--- config.mk ---
export PLATFORM = sky130hd
export DESIGN_NAME = gpio_bank
export DESIGN_NICKNAME = d
export VERILOG_FILES = /design/src/rtl/gpio_bank.sv
export SDC_FILE = /design/constraint.sdc
export NUM_CORES = 1
export LEC_CHECK = 0
export BUFFER_PORTS_ARGS = -buffer_cell sky130_fd_sc_hd__buf_2
export CORE_ASPECT_RATIO = 0.6
export CORE_MARGIN = 5
export CORE_UTILIZATION = 45
export DETAILED_ROUTE_END_ITERATION = 16
export PLACE_DENSITY_LB_ADDON = 0.15
export SYNTH_ARGS = -nofsm -noshare
export SYNTH_HDL_FRONTEND = slang
export SYNTH_SLANG_ARGS = --single-unit
--- constraint.sdc ---
create_clock -name clk -period 2.1 [get_ports clk]
set_input_delay 0.105 -clock clk [delete_from_list [all_inputs] [get_ports clk]]
set_output_delay 0.105 -clock clk [all_outputs]
set_load 0.01 [all_outputs]
--- src/rtl/gpio_bank.sv ---
module gpio_bank #(
  parameter int N       = 10,
  parameter int DW      = 16,
  parameter int AW      = 8,
  parameter logic [AW-1:0] A_DIR = 8'h4C,
  parameter logic [AW-1:0] A_POL = 8'h4E,
  parameter logic [AW-1:0] A_STK = 8'h50,
  parameter logic [AW-1:0] A_STS = 8'h54
) (
  input  logic          clk,
  input  logic          rst_n,
  input  logic          modem_rst,
  input  logic          wr_en,
  input  logic [AW-1:0] addr,
  input  logic [DW-1:0] wdata,
  output logic [DW-1:0] rdata,
  input  logic [N-1:0]  pin_in,
  output logic [N-1:0]  pin_out,
  output logic [N-1:0]  pin_oe,
  output logic [N-1:0]  slot_bits
);
  localparam int PAD = DW - N;

  logic [N-1:0] dir, pol, stk, sts, sts_n;
  logic [N-1:0] s1, s2, prev;
  logic [N-1:0] cond, ev, clr, wv;
  logic         sts_wr;

  always_ff @(posedge clk or negedge rst_n) begin
    if (!rst_n) begin
      s1   <= '0;
      s2   <= '0;
      prev <= '0;
    end else begin
      s1   <= pin_in;
      s2   <= s1;
      prev <= s2;
    end
  end

  assign wv     = wdata[N-1:0];
  assign sts_wr = wr_en && (addr == A_STS);
  assign clr    = sts_wr ? ~wv : '0;
  assign cond   = ~(s2 ^ pol);
  assign ev     = (pol & s2 & ~prev) | (~pol & ~s2 & prev);

  assign sts_n = (~dir & (sts_wr ? wv : sts))
               | (dir & ~stk & cond)
               | (dir & stk & (ev | (sts & ~clr)));

  always_ff @(posedge clk or negedge rst_n) begin
    if (!rst_n) begin
      dir <= '1;
      pol <= '1;
      stk <= '0;
      sts <= '0;
    end else if (modem_rst) begin
      dir <= '1;
      pol <= '1;
      stk <= '0;
      sts <= '0;
    end else begin
      if (wr_en && addr == A_DIR) dir <= wv;
      if (wr_en && addr == A_POL) pol <= wv;
      if (wr_en && addr == A_STK) stk <= wv;
      sts <= sts_n;
    end
  end

  always_comb begin
    case (addr)
      A_DIR:   rdata = {{PAD{1'b0}}, dir};
      A_POL:   rdata = {{PAD{1'b1}}, pol};
      A_STK:   rdata = {{PAD{1'b0}}, stk};
      A_STS:   rdata = {{PAD{1'b0}}, sts};
      default: rdata = '0;
    endcase
  end

  assign pin_oe    = ~dir & (~pol | ~sts);
  assign pin_out   = ~dir & ~pol & sts;
  assign slot_bits = dir & sts;

  assert_sticky_hold_R8: assert property (@(posedge clk) disable iff (!rst_n || modem_rst)
    (!wr_en && !modem_rst) |=> (($past(sts) & $past(stk) & $past(dir) & ~sts) == '0));

  assert_modem_reset_R2: assert property (@(posedge clk) disable iff (!rst_n)
    modem_rst |=> (dir == '1 && stk == '0 && sts == '0));

  assert_input_undriven_R10: assert property (@(posedge clk) disable iff (!rst_n)
    (pin_oe & dir) == '0);

  assert_slot_inputs_only_R10: assert property (@(posedge clk) disable iff (!rst_n)
    (slot_bits & ~dir) == '0);

  assert_od_never_high_R5: assert property (@(posedge clk) disable iff (!rst_n)
    (pin_oe & pin_out & pol) == '0);
endmodule

==> impl_metrics.toml <==
[synthesis]
synth_ff_type = "dfrtp_1"
synth_top_area_share_pct = 33.31
yosysMostFrequentCell = "dfrtp_1"
synthXorXnorAreaFrac_pct = 0
synthTopCellsByCount = "50 x dfrtp_1, 37 x inv_1, 28 x mux2i_1"
syn_area_per_cell_um2 = 9.990
yosys-top-cells-area = "dfrtp_1 33%, dfstp_2 14%, mux2i_1 7.5%"
synth_compound_area_share_pct = 13.36
ys_warn_count = 0
syn-cell-area_um2 = 3756
ys_ff_latch = 70
ys_types = 39
muxShareOfSynthArea_pct = 7.761
synth_top_family_by_area = "simple AND/OR/NAND/NOR gates"
syn_inst = 376
synthArstFlopShare_pct = 100.0
synth_top_area_cell = "dfrtp_1"
ys_seq_area_share_pct = 47.30
syn-num-nets = 434
synth_edf_count = 0
synthSimpleGateAreaFrac_pct = 17.49
synth_adder_area_share_pct = 6.662

[clock_network]
postCtsSetupBuffers = 0
htree_levels = 3
clkTransAtPathRegs_ns = 0.06
cts_num_sinks = 70
cts_buffers = 9
clk_latency_ns = 0.33
cts_root_buf = "clkbuf_16"
clk_path_buf_depth = 2
cts_tree = "built"

[setup_path]
worstPathMaxFanout = 5
worstPathArrival_ns = 2.04
end_kind = "flop"
max_stage_delay_ns = 0.57
crit_type = "flop to flop"
start_kind = "flop"
critPathTopFamily = "compound AO/OA/AOI/OAI gates"
crit_path_top_delay_cell = "dfstp_2"
worstPathRequired_ns = 2.37
cp_num_buf_inv = 1
worstPathCellList = "inv_1 > ha_1 > nor2b_1 > a2111oi_0 > a221o_1"

[routing]
ant_nets = 0
wirelength_um = 9247
vias = 3062
drc = 0
wire_per_inst_um = 16.14
viasPerCell = 5.344
drt_pass1_iterations = 4
drtIter0Drc = 199

[grt]
overflow = 0
antenna_found_initial = 0
grt_max_degree = 48
grt_pass1_vias = 3070
grt_use_total_pct = 19.13
grt_pass1_wl_um = 15460

[pwr]
ir_drop_uv = 433.5
power_leakage_nw = 2.373
powerDensity_nw_per_um2 = 688.0

[die]
die-area_um2 = 10330
core-area_um2 = 8008
rows = 25
start_util_pct = 46.91
die_w_um = 127.9
io_pins = 84
dieHeight_um = 80.77

[sta]
period_minus_slack_ns = 1.768
slew_headroom_pct = 62.25
tns_ns = 0
finalHoldViolations = 0
fin_crit_sh_pct = 84.17
rsz0062_at_grt = "false"
worst_slew_pin_slew_ns = 0.5662
worst_slack_ns = 0.3323
drv_slew = 0
fmax_mhz = 565.7
setup_viol = 0
skew_ns = 0.005526

[placed_design]
io_buffers = 77
dp_hpwl_um = 6499
pre_cts_ws_ns = 0.3566
placed_cells = 546
post_dp_cell_area_um2 = 4252
gp_congestion = 0.8342

[final_layout]
layoutNonFillerInstCount = 573
layout.nets = 518
drive_gt1_share_pct = 27.53
area_delta_synth_final_pct = 24.15
fillerInstances = 702
fin_area_um2 = 4663
antenna_cells = 0

[status]
status = "finished, final reports clean"

[job]
maxCapViolCount = 0

[hold_path]
hold_class = "primary input to flop"
-- timing repair --
item	CTS	global route
setup endpoints to repair	0	0
gates resized for setup	0	0
hold buffers	11	0
hold endpoints to repair	27	0
-- kinds of logic (layout without fill, tap and decap cells) --
group | Yosys count | after routing
buf+inv | 64 | 153
simple gates | 117 | 117
mux | 29 | 29
flops | 70 | 70
compound gates | 76 | 76
fa+ha+maj | 20 | 20
-- path summary, 6_finish.rpt --
path                          start      to  slack [ns]  cells after the start
min                        wdata[4]  dir[4]        0.07                      3
max in group asynchronous     rst_n  dir[2]        1.09                      3
max                          pol[6]  sts[6]        0.33                      5
max reg2reg                  pol[6]  sts[6]        0.33                      5
min in group asynchronous     rst_n   s1[4]        0.30                      2
min reg2reg                   s1[0]   s2[0]        0.35                      0
-- per-stage QoR --
stage | utilization (%) | power [W] | hold slack [ns]
global route | 58.23 | 0.003353 | 0.07784
CTS | 58.23 | 0.003251 | 0.04811
finish | 58.23 | 0.003208 | 0.06563
floorplan | - | 0.001564 | -0.1906
global placement | 53.09 | 0.001688 | 0.1244
detailed placement | 53.09 | 0.001696 | 0.1350
-- routing by layer --
layer	track usage [%]	part of all wire (%)	vias up
li1	-	-	1495
met2	30.43	46	77
met1	25.64	46	1480
met3	4.928	6.0	10
met5	0	0	-
met4	6.674	1.2	0
-- report_power, final --
part,switching (W),internal (W)
Sequential,0.0000344,0.00140
Combinational,0.000143,0.000114
Clock,0.000543,0.000977
Total,0.000720,0.00249
-- registers in the layout (all words and copies together) (netlist names) --
name / count
sts: 10
stk: 10
s2: 10
prev: 10
pol: 10
s1: 10
dir: 10
-- layout by cell type, fill, tap and decap left out, drive strengths merged, types with 2 or more instances in the layout --
| master | synthesis | routed |
|---|---|---|
| dfstp | 20 | 20 |
| inv | 37 | 37 |
| nand3b | 3 | 3 |
| nand4 | 2 | 2 |
| and2 | 8 | 8 |
| a31oi | 10 | 10 |
| clkinv | 0 | 3 |
| o211ai | 4 | 4 |
| dfrtp | 50 | 50 |
| and3 | 4 | 4 |
| nand2 | 11 | 11 |
| nor3b | 12 | 12 |
| and3b | 2 | 2 |
| dlygate4sd3 | 0 | 11 |
| a22oi | 10 | 10 |
| a2111oi | 6 | 6 |
| buf | 15 | 89 |
| nor2 | 23 | 23 |
| a21oi | 21 | 21 |
| ha | 20 | 20 |
| nand3 | 16 | 16 |
| clkbuf | 12 | 12 |
| nor3 | 25 | 25 |
| nor2b | 6 | 6 |
| a221o | 6 | 6 |
| o2111ai | 4 | 4 |
| o21ai | 13 | 13 |
| mux2i | 28 | 28 |
-- layout make-up --
cell class	instances	area, um2	area share (%)
flip-flops and latches	70	1777	38.10
repair buffers	100	610.6	13.09
well taps	108	135.1	2.898
clock buffers	12	256.5	5.500
clock inverters	4	45.04	0.9659
inverters	37	138.9	2.978
multi-input cells	242	1700	36.46
-- tightest hold or removal path, delay by kind of cell --
| kind | cells | cell delay, ns |
|---|---|---|
| AO/OA/AOI/OAI | 2 | 0.13 |
| buffers and inverters | 1 | 0.12 |
(Power assumes the default switching activity.)
